==> config.mk <==
export PLATFORM = sky130hd
export DESIGN_NAME = ibuf_access_port
export DESIGN_NICKNAME = d
export VERILOG_FILES = /design/src/rtl/ibuf_pkg.sv /design/src/rtl/ibuf_ptr_ctrl.sv /design/src/rtl/ibuf_store.sv /design/src/rtl/ibuf_host_mux.sv /design/src/rtl/ibuf_access_port.sv
export SDC_FILE = /design/constraint.sdc
export NUM_CORES = 2
export LEC_CHECK = 0
export BUFFER_PORTS_ARGS = -buffer_cell sky130_fd_sc_hd__buf_2
export CAP_MARGIN = 25
export CELL_PAD_IN_SITES_DETAIL_PLACEMENT = 1
export CELL_PAD_IN_SITES_GLOBAL_PLACEMENT = 2
export CORE_UTILIZATION = 42
export DETAILED_ROUTE_END_ITERATION = 10
export PLACE_DENSITY = 0.75
export SYNTH_ARGS = -nofsm -noshare
export SYNTH_HDL_FRONTEND = slang
export SYNTH_SLANG_ARGS = --single-unit
==> constraint.sdc <==
create_clock -name clk -period 3.2 [get_ports clk]
set_clock_uncertainty 0.1 [all_clocks]
set_input_delay 0.32 -clock clk [delete_from_list [all_inputs] [get_ports clk]]
set_output_delay 0.32 -clock clk [all_outputs]
set_load 0.01 [all_outputs]
==> src/rtl/ibuf_pkg.sv <==
package ibuf_pkg;
    localparam int ADDR_W  = 7;
    localparam int DATA_W  = 16;
    localparam int FLAG_W  = 8;
    localparam int DEPTH   = 1 << ADDR_W;
    localparam int PAD_W   = DATA_W - FLAG_W;

    // Flag group layout: bit 7 down to bit 0
    typedef struct packed {
        logic       wr_f;
        logic       cmp_f;
        logic       ecmp_f;
        logic       spc_f;
        logic       sel_f;
        logic [2:0] lvl;
    } flag_t;

    typedef enum logic {
        PH_WORD = 1'b0,
        PH_FLAG = 1'b1
    } phase_e;

    typedef struct packed {
        logic              acc;
        logic              wr;
        logic              ctl;
        logic [DATA_W-1:0] wdata;
    } host_req_t;

    function automatic flag_t to_flags(input logic [DATA_W-1:0] d);
        return flag_t'(d[FLAG_W-1:0]);
    endfunction

    function automatic logic [DATA_W-1:0] flags_to_word(input flag_t f);
        return {{PAD_W{1'b0}}, f};
    endfunction

    function automatic logic [DATA_W-1:0] ctl_word(input logic [ADDR_W-1:0] p,
                                                   input phase_e ph);
        logic [DATA_W-1:0] w;
        w = '0;
        w[ADDR_W-1:0] = p;
        w[DATA_W-1]   = (ph == PH_FLAG);
        return w;
    endfunction
endpackage

==> src/rtl/ibuf_ptr_ctrl.sv <==
module ibuf_ptr_ctrl
    import ibuf_pkg::*;
(
    input  logic              clk,
    input  logic              rst,
    input  host_req_t         req,
    output logic [ADDR_W-1:0] ptr,
    output phase_e            phase,
    output logic              word_we,
    output logic              flag_we
);
    logic buf_acc;
    logic ctl_ld;

    assign buf_acc = req.acc && !req.ctl;
    assign ctl_ld  = req.acc && req.ctl && req.wr;
    assign word_we = buf_acc && req.wr && (phase == PH_WORD);
    assign flag_we = buf_acc && req.wr && (phase == PH_FLAG);

    always_ff @(posedge clk) begin
        if (rst) begin
            ptr   <= '0;
            phase <= PH_WORD;
        end else if (ctl_ld) begin
            ptr   <= req.wdata[ADDR_W-1:0];
            phase <= PH_WORD;
        end else if (buf_acc) begin
            if (phase == PH_FLAG) begin
                ptr   <= ptr + 1'b1;
                phase <= PH_WORD;
            end else begin
                phase <= PH_FLAG;
            end
        end
    end


    first_phase_holds_ptr_chk: assert property (@(posedge clk) disable iff (rst)
        (req.acc && !req.ctl && phase == PH_WORD) |=> (phase == PH_FLAG && $stable(ptr)));


    second_phase_steps_ptr_chk: assert property (@(posedge clk) disable iff (rst)
        (req.acc && !req.ctl && phase == PH_FLAG) |=>
            (phase == PH_WORD && ptr == ADDR_W'($past(ptr) + 1'b1)));


    ctl_load_chk: assert property (@(posedge clk) disable iff (rst)
        (req.acc && req.ctl && req.wr) |=>
            (phase == PH_WORD && ptr == $past(req.wdata[ADDR_W-1:0])));


    idle_keeps_state_chk: assert property (@(posedge clk) disable iff (rst)
        (!req.acc || (req.ctl && !req.wr)) |=> ($stable(ptr) && $stable(phase)));


    wrap_chk: assert property (@(posedge clk) disable iff (rst)
        (req.acc && !req.ctl && phase == PH_FLAG && ptr == {ADDR_W{1'b1}}) |=> (ptr == '0));
endmodule

==> src/rtl/ibuf_store.sv <==
module ibuf_store
    import ibuf_pkg::*;
(
    input  logic              clk,
    input  logic              rst,
    input  logic [ADDR_W-1:0] wr_addr,
    input  logic              word_we,
    input  logic              flag_we,
    input  logic [DATA_W-1:0] wdata,
    input  logic [ADDR_W-1:0] rd_a_addr,
    output logic [DATA_W-1:0] rd_a_word,
    output flag_t             rd_a_flags,
    input  logic [ADDR_W-1:0] rd_b_addr,
    output logic [DATA_W-1:0] rd_b_word,
    output flag_t             rd_b_flags
);
    logic [DATA_W-1:0] word_mem [DEPTH];
    flag_t             flag_mem [DEPTH];

    // Contents are not reset; only the pointer state is.
    always_ff @(posedge clk) begin
        if (word_we)
            word_mem[wr_addr] <= wdata;
        if (flag_we)
            flag_mem[wr_addr] <= to_flags(wdata);
    end

    assign rd_a_word  = word_mem[rd_a_addr];
    assign rd_a_flags = flag_mem[rd_a_addr];
    assign rd_b_word  = word_mem[rd_b_addr];
    assign rd_b_flags = flag_mem[rd_b_addr];


    word_store_chk: assert property (@(posedge clk) disable iff (rst)
        word_we |=> (word_mem[$past(wr_addr)] == $past(wdata)));


    flag_store_chk: assert property (@(posedge clk) disable iff (rst)
        flag_we |=> (flag_mem[$past(wr_addr)] == $past(wdata[FLAG_W-1:0])));


    one_field_chk: assert property (@(posedge clk) disable iff (rst)
        !(word_we && flag_we));
endmodule

==> src/rtl/ibuf_host_mux.sv <==
module ibuf_host_mux
    import ibuf_pkg::*;
(
    input  logic              clk,
    input  logic              rst,
    input  logic              ctl_sel,
    input  logic [ADDR_W-1:0] ptr,
    input  phase_e            phase,
    input  logic [DATA_W-1:0] cur_word,
    input  flag_t             cur_flags,
    output logic [DATA_W-1:0] rdata
);
    always_comb begin
        if (ctl_sel)
            rdata = ctl_word(ptr, phase);
        else if (phase == PH_FLAG)
            rdata = flags_to_word(cur_flags);
        else
            rdata = cur_word;
    end


    flag_pad_zero_chk: assert property (@(posedge clk) disable iff (rst)
        (!ctl_sel && phase == PH_FLAG) |-> (rdata[DATA_W-1:FLAG_W] == '0));


    ctl_pad_zero_chk: assert property (@(posedge clk) disable iff (rst)
        ctl_sel |-> (rdata[DATA_W-2:ADDR_W] == '0));
endmodule

==> src/rtl/ibuf_access_port.sv <==
module ibuf_access_port
    import ibuf_pkg::*;
(
    input  logic        clk,
    input  logic        rst,
    input  logic        host_acc,
    input  logic        host_wr,
    input  logic        host_ctl,
    input  logic [15:0] host_wdata,
    output logic [15:0] host_rdata,
    output logic        host_region,
    input  logic [6:0]  seq_addr,
    output logic [15:0] seq_word,
    output logic [7:0]  seq_flags
);
    host_req_t         req;
    logic [ADDR_W-1:0] ptr;
    phase_e            phase;
    logic              word_we;
    logic              flag_we;
    logic [DATA_W-1:0] cur_word;
    flag_t             cur_flags;
    flag_t             sq_flags;

    assign req = '{acc: host_acc, wr: host_wr, ctl: host_ctl, wdata: host_wdata};

    ibuf_ptr_ctrl u_ptr (
        .clk     (clk),
        .rst     (rst),
        .req     (req),
        .ptr     (ptr),
        .phase   (phase),
        .word_we (word_we),
        .flag_we (flag_we)
    );

    ibuf_store u_store (
        .clk        (clk),
        .rst        (rst),
        .wr_addr    (ptr),
        .word_we    (word_we),
        .flag_we    (flag_we),
        .wdata      (host_wdata),
        .rd_a_addr  (ptr),
        .rd_a_word  (cur_word),
        .rd_a_flags (cur_flags),
        .rd_b_addr  (seq_addr),
        .rd_b_word  (seq_word),
        .rd_b_flags (sq_flags)
    );

    ibuf_host_mux u_mux (
        .clk       (clk),
        .rst       (rst),
        .ctl_sel   (host_ctl),
        .ptr       (ptr),
        .phase     (phase),
        .cur_word  (cur_word),
        .cur_flags (cur_flags),
        .rdata     (host_rdata)
    );

    assign seq_flags   = sq_flags;
    assign host_region = ptr[ADDR_W-1];


    region_step_chk: assert property (@(posedge clk) disable iff (rst)
        (host_acc && !host_ctl && phase == PH_FLAG && ptr == 7'h3F) |=> host_region);
endmodule

==> out/metrics.cfg <==
[drt]
routedWlPerCell_um=38.6
ant_nets=0
drt_iter0_drc=11700
drt-total-wl_mm=493
firstDrtPassIters=6
routed_via_density=6.63
via_count=84600
drc=0

[setup_path]
cp-end-kind=primary output
critPathTopFamily=buffers and inverters
r2r_start=u_ptr.phase$_SDFFE_PP0P_
worstPathMaxFanout=8
crit_chain=buf_12, buf_16, buf_16, buf_6, mux4_2, mux2i_1, a22o_1, nor4_4, buf_4, o221ai_4, a32oi_1, buf_4, buf_6
start_kind=flop
crit_slowest_cell=nor4_4
ff2ff_path_depth=7
crit_required_ns=2.78
cp_data_arrival_time_ns=4.13
r2r-end=u_store.word_mem[126][4]$_DFFE_PP_
reg2reg_setup_slack_ns=0.19
path_class=flop to primary output
path_buf_inv=7
cpPeakStageDelay_ns=0.47

[cts]
cts.clk_slew.worst_paths_ns=0.06
htree_levels=5
clock-root-buffer=clkbuf_16
clock_latency_ns=0.94
clk_path_buf_depth=4
tritoncts=built
clkSinkCount=3087
numCtsBuffers=337

[logic_synthesis]
ys.flop_type=edfxtp_1
netlist_area_um2=143000
synth_edf_count=3072
synth-warning-count=0
syn_area_per_cell_um2=20.6
synth_seq_area_share_pct=64.6
synth-seq-cells=3087
synth_nets=6965
ys_types=59
async_flop_share_pct=0
synthCells=6936

[die]
fp.coreArea_um2=340000
row_count=214
die_x_um=586
dieArea_um2=343000
die_h_um=586
initial_core_util_pct=42.2
num_io_pins=69

[global_route]
grt_max_degree=113
antenna_found_initial=18
grt_pass1_vias=87600
overflow=0
grt_pass1_wl_mm=684
grt.total_usage_pct=28.4

[status]
violations=setup timing
outcome=finished, violations left

[layout]
area_growth_pct=20.6
fin_area_um2=173000
layout-drive-gt1-share_pct=43.8
num-nets-final=7963
fin_cells=12800

[pwr]
vdd_ir_drop_max_v=0.000388
leakage_nw=53.5
power_w=0.0925
powerDensity_nw_per_um2=536

[worst_hold_path]
hold_path_class=input pin to flop
worstHoldStart=host_ctl
hold_depth=5

[sta]
min_period_ns=4.55
setup_viol=40
worst_slack_ns=-1.35
finalSetupTns_ns=-29.90
finalHoldViolations=0
clock.fmax_mhz=220
rsz0062_at_grt=yes
slew_headroom_pct=23.6
worstMarginPinSlew_ns=1.14
fin_crit_sh_pct=142
drv_slew=0

[placed_design]
dp_slack_ns=-1.59
post-dp-hpwl_mm=323
io_buffers=68
placedCellCount=12000
post_dp_cell_area_um2=158000
gp_congestion=0.895

[run]
drv_cap=0

-- cell usage after synthesis, types with 11 or more instances --
cell type	number	share of area [%]
a21boi_0	21	0.11
a21oi_1	94	0.33
a221oi_1	57	0.35
a22o_1	33	0.20
a22oi_1	167	0.88
buf_1	38	0.10
buf_2	212	0.74
buf_4	55	0.29
buf_6	19	0.15
clkbuf_1	241	0.63
dfxtp_1	15	0.21
edfxtp_1	3072	64
mux2i_1	529	3.7
mux4_2	1598	25
nand2_1	115	0.30
nand3_1	54	0.19
nand4_1	18	0.079
nor2_1	320	0.84
nor2b_1	14	0.061
nor3_1	11	0.038
nor4_1	29	0.13
o211ai_1	25	0.13
o21ai_0	23	0.080
o221ai_1	15	0.092
o22ai_1	46	0.20
-- through the flow --
step	hold WS [ns]	util (%)
after global placement	0.552	46.6
after detailed placement	0.567	46.7
final	0.0911	50.9
after floorplan	0.319	-
after CTS	0.0336	50.5
after global routing	0.0692	50.8
-- where the power goes --
part / switching (W) / internal, W / leakage (nW)
registers: 0.0000412 / 0.0445 / 27.7
logic: 0.00517 / 0.00426 / 20.6
clock network: 0.0166 / 0.0220 / 5.22
-- metal layers --
metal  track usage (%)  share of wire, %
met1              38.5                38
met5                 0            0.0091
met3              5.19               9.3
met4              12.3               4.9
met2              45.4                48
-- cell usage in the layout (no fill, tap or decap), drive strengths merged, types with 25 or more instances in the layout --
cell and count:
a21oi 94, a221oi 58, a22o 33, a22oi 167, buf 1181, bufinv 28
clkbuf 429, clkinv 153, edfxtp 3072, mux2i 529, mux4 1598, nand2 115
nand3 54, nor2 320, nor4 29, o211ai 25, o22ai 46
-- kinds of logic (layout without fill, tap and decap cells) --
kind of cell | after synthesis | count (layout) | share of synthesized area [%]
flops | 3087 | 3087 | 64.6
mux | 2131 | 2131 | 28.9
simple gates | 609 | 609 | 1.89
buf+inv | 574 | 1847 | 1.93
compound gates | 528 | 528 | 2.65
xor+xnor | 6 | 6 | 0.0367
fa+ha+maj | 1 | 1 | 0.00874
other cells | 0 | 8 | 0
-- flip-flops by register name, indices dropped and copies added (netlist names), named ones only --
register	cells
u_store.word_mem	2048
u_ptr.phase	1
u_store.flag_mem	1024
u_ptr.ptr	7
-- final cells by class --
cell class | count | area, µm²
Fill cell | 30300 | 167000
Sequential cell | 3087 | 92600
Multi-Input combinational cell | 3275 | 49700
Timing Repair Buffer | 1224 | 14000
Clock buffer | 416 | 8860
Tap cell | 4536 | 5680
Clock inverter | 198 | 1820
Inverter | 9 | 33.8
Antenna cell | 8 | 20.0
-- what timing repair did --
action | in CTS | in global routing
setup buffers | 57 | 51
endpoints found under the setup margin | 40 | 40
gates cloned | 17 | 6
resized for setup | 224 | 119
hold buffers | 20 | 0
hold endpoints to repair | 847 | 0
pin swaps | 46 | 56
-- worst max path at each step --
stage / start / to / slack [ns] / cells after the start
6_report: flop / host_rdata[2] / -1.35 / 13
5_1_grt: flop / host_rdata[6] / -1.36 / 12
4_1_cts: flop / host_rdata[6] / -1.32 / 12
3_5_place_dp: flop / host_rdata[2] / -1.59 / 13
3_3_place_gp: flop / host_rdata[6] / -2.06 / 12
2_1_floorplan: seq_addr[0] / seq_flags[3] / 0.35 / 8
-- tightest hold or removal path: stages --
cell,delay [ns]
buf_2,0.21
nor2b_1,0.10
buf_4,0.19
nand3_1,0.10
a311oi_1,0.15
No activity file was read; power rests on OpenSTA's default activity.
